$ cat src/rtl/gpin_debounce_pkg.sv
package gpin_debounce_pkg;

  typedef enum logic [1:0] {
    ST_IDLE    = 2'd0,
    ST_WAIT    = 2'd1,
    ST_RECHECK = 2'd2
  } dbState_e;

  // Strobes from control to datapath, valid for one cycle each.
  typedef struct packed {
    logic capture;     // candidate <= masked pins
    logic startTimer;  // countdown <= DELAY_TICKS
    logic publish;     // status <= candidate
    logic clearRetry;  // retry count <= 0
    logic bumpRetry;   // retry count += 1
    logic abandon;     // give up: candidate <= status, pulse flag
  } dbCmd_t;

  // Conditions reported from datapath to control.
  typedef struct packed {
    logic mismatch;        // masked pins differ from candidate
    logic timerDone;       // last tick of the countdown this cycle
    logic retryExhausted;  // retry count reached its limit
  } dbFlag_t;

endpackage

$ cat src/rtl/gpin_debounce_ctrl.sv
module gpin_debounce_ctrl
  import gpin_debounce_pkg::*;
(
  input  logic     clk,
  input  logic     rst,
  input  dbFlag_t  flags,
  output dbState_e fsmState,
  output dbCmd_t   cmd
);

  dbState_e stateQ;
  dbState_e stateD;

  always_ff @(posedge clk) begin
    if (rst) stateQ <= ST_IDLE;
    else     stateQ <= stateD;
  end

  always_comb begin
    stateD = stateQ;
    cmd    = '0;
    unique case (stateQ)
      ST_IDLE: begin
        if (flags.mismatch) begin
          cmd.capture    = 1'b1;
          cmd.startTimer = 1'b1;
          cmd.clearRetry = 1'b1;
          stateD         = ST_WAIT;
        end
      end
      ST_WAIT: begin
        if (flags.timerDone) stateD = ST_RECHECK;
      end
      ST_RECHECK: begin
        if (!flags.mismatch) begin
          cmd.publish = 1'b1;
          stateD      = ST_IDLE;
        end else if (flags.retryExhausted) begin
          cmd.abandon = 1'b1;
          stateD      = ST_IDLE;
        end else begin
          cmd.capture    = 1'b1;
          cmd.startTimer = 1'b1;
          cmd.bumpRetry  = 1'b1;
          stateD         = ST_WAIT;
        end
      end
      default: stateD = ST_IDLE;
    endcase
  end

  assign fsmState = stateQ;

endmodule

$ cat src/rtl/gpin_debounce_dp.sv
module gpin_debounce_dp
  import gpin_debounce_pkg::*;
#(
  parameter int NUM_PINS    = 8,
  parameter int DELAY_TICKS = 4,
  parameter int RETRY_MAX   = 3
) (
  input  logic                clk,
  input  logic                rst,
  input  logic [NUM_PINS-1:0] pinsIn,
  input  logic [NUM_PINS-1:0] dirMask,
  input  logic                tickEn,
  input  dbCmd_t              cmd,
  output dbFlag_t             flags,
  output logic [NUM_PINS-1:0] candBits,
  output logic [NUM_PINS-1:0] statusOut,
  output logic                changeStrobe,
  output logic                giveUp
);

  localparam int CNT_W = $clog2(DELAY_TICKS + 1);
  localparam int RET_W = $clog2(RETRY_MAX + 2);
  localparam logic [CNT_W-1:0] CNT_LOAD = CNT_W'(DELAY_TICKS);
  localparam logic [CNT_W-1:0] CNT_ONE  = CNT_W'(1);
  localparam logic [RET_W-1:0] RET_LIM  = RET_W'(RETRY_MAX);

  logic [NUM_PINS-1:0] maskedPins;
  logic [NUM_PINS-1:0] candQ;
  logic [NUM_PINS-1:0] statusQ;
  logic [CNT_W-1:0]    countQ;
  logic [RET_W-1:0]    retryQ;
  logic                strobeQ;
  logic                giveQ;

  // Output-configured pins read as zero.
  assign maskedPins = pinsIn & ~dirMask;

  assign flags.mismatch       = (maskedPins != candQ);
  assign flags.timerDone      = tickEn && (countQ == CNT_ONE);
  assign flags.retryExhausted = (retryQ == RET_LIM);

  // Candidate and published status.
  always_ff @(posedge clk) begin
    if (rst) begin
      candQ   <= '0;
      statusQ <= '0;
      strobeQ <= 1'b0;
    end else begin
      strobeQ <= 1'b0;
      if (cmd.capture)      candQ <= maskedPins;
      else if (cmd.abandon) candQ <= statusQ;
      if (cmd.publish) begin
        statusQ <= candQ;
        strobeQ <= (candQ != statusQ);
      end
    end
  end

  // One-shot countdown, advanced by tick enables.
  always_ff @(posedge clk) begin
    if (rst)                              countQ <= '0;
    else if (cmd.startTimer)              countQ <= CNT_LOAD;
    else if (tickEn && (countQ != '0))    countQ <= countQ - CNT_ONE;
  end

  // Retry counter, kept apart from the state encoding.
  always_ff @(posedge clk) begin
    if (rst)                 retryQ <= '0;
    else if (cmd.clearRetry) retryQ <= '0;
    else if (cmd.bumpRetry)  retryQ <= retryQ + RET_W'(1);
  end

  always_ff @(posedge clk) begin
    if (rst) giveQ <= 1'b0;
    else     giveQ <= cmd.abandon;
  end

  assign candBits     = candQ;
  assign statusOut    = statusQ;
  assign changeStrobe = strobeQ;
  assign giveUp       = giveQ;

endmodule

$ cat src/rtl/gpin_debounce.sv
module gpin_debounce
  import gpin_debounce_pkg::*;
#(
  parameter int NUM_PINS    = 8,
  parameter int DELAY_TICKS = 4,
  parameter int RETRY_MAX   = 3
) (
  input  logic                clk,
  input  logic                rst,
  input  logic [NUM_PINS-1:0] pinsIn,
  input  logic [NUM_PINS-1:0] dirMask,
  input  logic                tickEn,
  output logic [NUM_PINS-1:0] statusOut,
  output logic                changeStrobe,
  output logic                giveUp
);

  dbCmd_t              cmd;
  dbFlag_t             flags;
  dbState_e            fsmState;
  logic [NUM_PINS-1:0] candBits;

  gpin_debounce_ctrl u_ctrl (
    .clk      (clk),
    .rst      (rst),
    .flags    (flags),
    .fsmState (fsmState),
    .cmd      (cmd)
  );

  gpin_debounce_dp #(
    .NUM_PINS    (NUM_PINS),
    .DELAY_TICKS (DELAY_TICKS),
    .RETRY_MAX   (RETRY_MAX)
  ) u_dp (
    .clk          (clk),
    .rst          (rst),
    .pinsIn       (pinsIn),
    .dirMask      (dirMask),
    .tickEn       (tickEn),
    .cmd          (cmd),
    .flags        (flags),
    .candBits     (candBits),
    .statusOut    (statusOut),
    .changeStrobe (changeStrobe),
    .giveUp       (giveUp)
  );

endmodule

$ cat config.mk
export PLATFORM = sky130hd
export DESIGN_NAME = gpin_debounce
export DESIGN_NICKNAME = d
export VERILOG_FILES = /design/src/rtl/gpin_debounce_pkg.sv /design/src/rtl/gpin_debounce_ctrl.sv /design/src/rtl/gpin_debounce_dp.sv /design/src/rtl/gpin_debounce.sv
export SDC_FILE = /design/constraint.sdc
export NUM_CORES = 1
export LEC_CHECK = 0
export ABC_CLOCK_PERIOD_IN_PS = 2250
export BUFFER_PORTS_ARGS = -buffer_cell sky130_fd_sc_hd__buf_2
export CAP_MARGIN = 0
export CORE_UTILIZATION = 57
export CTS_BUF_LIST = sky130_fd_sc_hd__clkbuf_8
export DETAILED_ROUTE_END_ITERATION = 10
export GPL_ROUTABILITY_DRIVEN = 0
export GPL_TIMING_DRIVEN = 0
export MAX_ROUTING_LAYER = met4
export PLACE_DENSITY = 0.91
export SYNTH_ARGS = -nofsm -noshare
export SYNTH_HDL_FRONTEND = slang
export SYNTH_SLANG_ARGS = --single-unit
$ cat constraint.sdc
create_clock -name clk -period 2.25 [get_ports clk]
set_input_delay 0.225 -clock clk [delete_from_list [all_inputs] [get_ports clk]]
set_output_delay 0.225 -clock clk [all_outputs]
set_load 0.02 [all_outputs]
==> impl_metrics.csv <==
group,metric,value,unit
run_status,outcome,"completed",
pwr,pwr-share-clk,30.3,%
worst_setup_path,path_max_fanout,10,
sta,drv_slew,0,
worst_hold_path,hp-class,"primary input to flip-flop",
worst_setup_path,arrival,2130,ps
pwr,seqPwrFrac,49.2,%
global_routing,grt_util_all_layers,22.71,%
die,dieHeight,54.15,µm
global_routing,grt_pass1_wl,4491,µm
sta,worst_slew_pin_slew,564.7,ps
worst_setup_path,cp.required,2390,ps
final_layout,final_cells,203,
detailed_routing,wl,2881,µm
pwr,cellLeakagePower,0.7921,nW
worst_setup_path,end_kind,"flip-flop",
clock_network,htreeDepth,1,
clock_network,clkTransAtPathRegs,100,ps
clock_network,postCtsSetupRepairBufs,0,
final_layout,final_nets,198,
clock_network,clock_latency,280,ps
final_layout,drive_gt1_share,39.31,%
pwr,p_int,0.0007354,W
logic_synthesis,ys_seq_area_share,33.58,%
worst_setup_path,criticalPathCategory,"flip-flop to flip-flop",
detailed_routing,drc,0,
pwr,peakVddDrop,0.5710,mV
detailed_routing,first_iter_violations,10,
logic_synthesis,synthCells,142,
sta,slew_headroom,62.36,%
clock_network,clockBufferDepth,2,
final_layout,areaGrowthSynthToFinish,14.69,%
clock_network,ctsResizeCount,0,
logic_synthesis,ys_ff_latch,26,
logic_synthesis,yosys_warnings,0,
sta,finalSetupTns,0,ps
detailed_routing,wl_per_cell,14.19,µm
logic_synthesis,synth_nets,166,
die,ios,29,
clock_network,cts_root_buffer,"clkbuf_8",
placed_design,place_hpwl,2175,µm
sta,setup_viol,0,
pwr,comb_power_share,20.5,%
pwr,p_sw_share,26.69,%
pwr,power_density,564.2,nW/µm²
die,die-width,54.15,µm
global_routing,grt_pass1_vias,985,
detailed_routing,viasPerCell,5.281,
die,core,2522,µm²
clock_network,numCtsBuffers,3,
clock_network,cts_hold_buffers,0,
sta,rsz0062_at_grt,"no",
final_layout,final_core_util,70.49,%
placed_design,post-place-ws,264.2,ps
final_layout,antenna_cells,0,
placed_design,io_buffers,27,
logic_synthesis,ys_types,32,
worst_setup_path,start_kind,"flip-flop",
clock_network,cts_tree,"yes",
sta,timing.final.hold_violations,0,
die,start_util,61.46,%
die,rows,18,
detailed_routing,drtAntennaViolNets,0,
final_layout,fin_area,1778,µm²
global_routing,grt_antenna_before_repair,0,
clock_network,cts_sinks,26,
sta,fin_skew,13.10,ps
detailed_routing,drt_pass1_iterations,5,
run,max_cap_violations,0,
sta,max_freq,502.9,MHz
global_routing,grt_max_degree,15,
pwr,switchingPower,0.0002677,W
placed_design,placed_cell_area,1723,µm²
sta,finalWorstSetupSlack,261.4,ps
global_routing,overflow,0,
sta,fin_crit,1989,ps
logic_synthesis,synth_area_leaders,"dfxtp_1 (34%), mux2i_1 (11%), xnor2_2 (8.4%), nor2b_4 (6.2%), mux2_2 (5.8%)",
logic_synthesis,syn_avg_cell_area,10.92,µm²
sta,fin_crit_sh,88.38,%
placed_design,dp.cells,199,
detailed_routing,route.vias.total,1072,
die,die_area,2932,µm²
logic_synthesis,syn_area,1550,µm²
logic_synthesis,synth_top_area_share,33.58,%
logic_synthesis,synth_top_area_cell,"dfxtp_1",
-- final cells by class --
| type | count | area, µm² |
|---|---|---|
| plain buffers | 6 | 37.54 |
| well taps | 30 | 37.54 |
| fillers | 203 | 744.5 |
| flip-flops and latches | 26 | 520.5 |
| clock buffers | 4 | 55.05 |
| multi-input cells | 105 | 973.4 |
| inverters | 5 | 18.77 |
| repair buffers | 27 | 135.1 |
-- worst max-delay path: stages, from the launching register on --
cell	delay, ps
dfxtp_1	360
ha_1	160
ha_1	170
and2_1	130
buf_1	440
mux2_2	400
mux2i_1	130
nor2_1	60
-- per-stage QoR --
| step | total power (W) | hold slack, ps |
|---|---|---|
| final | 0.001003 | 258.9 |
| after global routing | 0.001045 | 283.8 |
| after CTS | 0.001008 | 262.7 |
| after detailed placement | 0.0007103 | 485.0 |
| after global placement | 0.0006987 | 473.5 |
| after floorplan | 0.0006617 | 401.4 |
-- cells in the final DEF, fill, tap and decap left out, drive strengths merged, types with 2 or more instances in the layout --
cell type	count
o21ai	2
nor4b	2
dfxtp	26
nor4	2
a21oi	4
mux2i	17
nand3b	2
mux2	8
nand4	2
inv	5
nor3	5
ha	5
xnor2	9
nor2b	8
clkbuf	7
xor2	9
nor2	22
and2	2
buf	30
-- sequential cells by signal (all words and copies together) (netlist names) --
signal / flops
u_ctrl.fsmState: 2
u_dp.candBits: 8
u_dp.changeStrobe: 1
u_dp.countQ: 3
u_dp.giveUp: 1
u_dp.retryQ: 3
u_dp.statusOut: 8
-- cells in the mapped netlist (all sizes together) --
cell     instances
a31oi            1
clkbuf           3
a31o             1
mux2             8
and2             2
nor4             2
or2              1
nand4            2
nand2b           1
mux2i           17
xnor2            9
o21ai            2
nor2            22
inv              5
a2111oi          1
nor2b            8
nor4b            2
nor3             5
a21oi            4
xor2             9
nand3b           2
o21bai           1
buf              3
ha               5
dfxtp           26
-- power by group through the flow --
stage,sequential (W),combinational (W),clock (W)
global placement,0.000503,0.000196,0
detailed placement,0.000505,0.000206,0
finish,0.000494,0.000205,0.000304
floorplan,0.000501,0.000160,0
CTS,0.000494,0.000206,0.000308
global route,0.000496,0.000221,0.000329
-- layer usage --
metal	routed length [µm]	up-vias	global-route usage (%)
met3	70	6	5.085
li1	-	542	-
met1	1280	508	26.49
met4	27	0	6.410
met5	0	-	-
met2	1502	16	38.62
-- kinds of logic after synthesis --
| group | after synthesis | synth area share, % |
|---|---|---|
| AOI/OAI and AO/OA | 10 | 6.296 |
| xor gates and xnor gates | 18 | 14.04 |
| adders and majority gates | 5 | 4.036 |
| buffers and inverters | 11 | 3.632 |
| DFF | 26 | 33.58 |
| muxes | 25 | 16.79 |
| and+or+nand+nor | 47 | 21.63 |
-- final timing paths --
kind	from	to	slack [ps]	cells past startpoint
max	u_dp.retryQ[0]	u_dp.candBits[1]	260	7
min	tickEn	u_ctrl.fsmState[1]	260	3
max reg2reg	u_dp.retryQ[0]	u_dp.candBits[1]	260	7
min reg2reg	u_ctrl.fsmState[1]	u_ctrl.fsmState[1]	500	1
No activity file was read; power rests on OpenSTA's default activity.
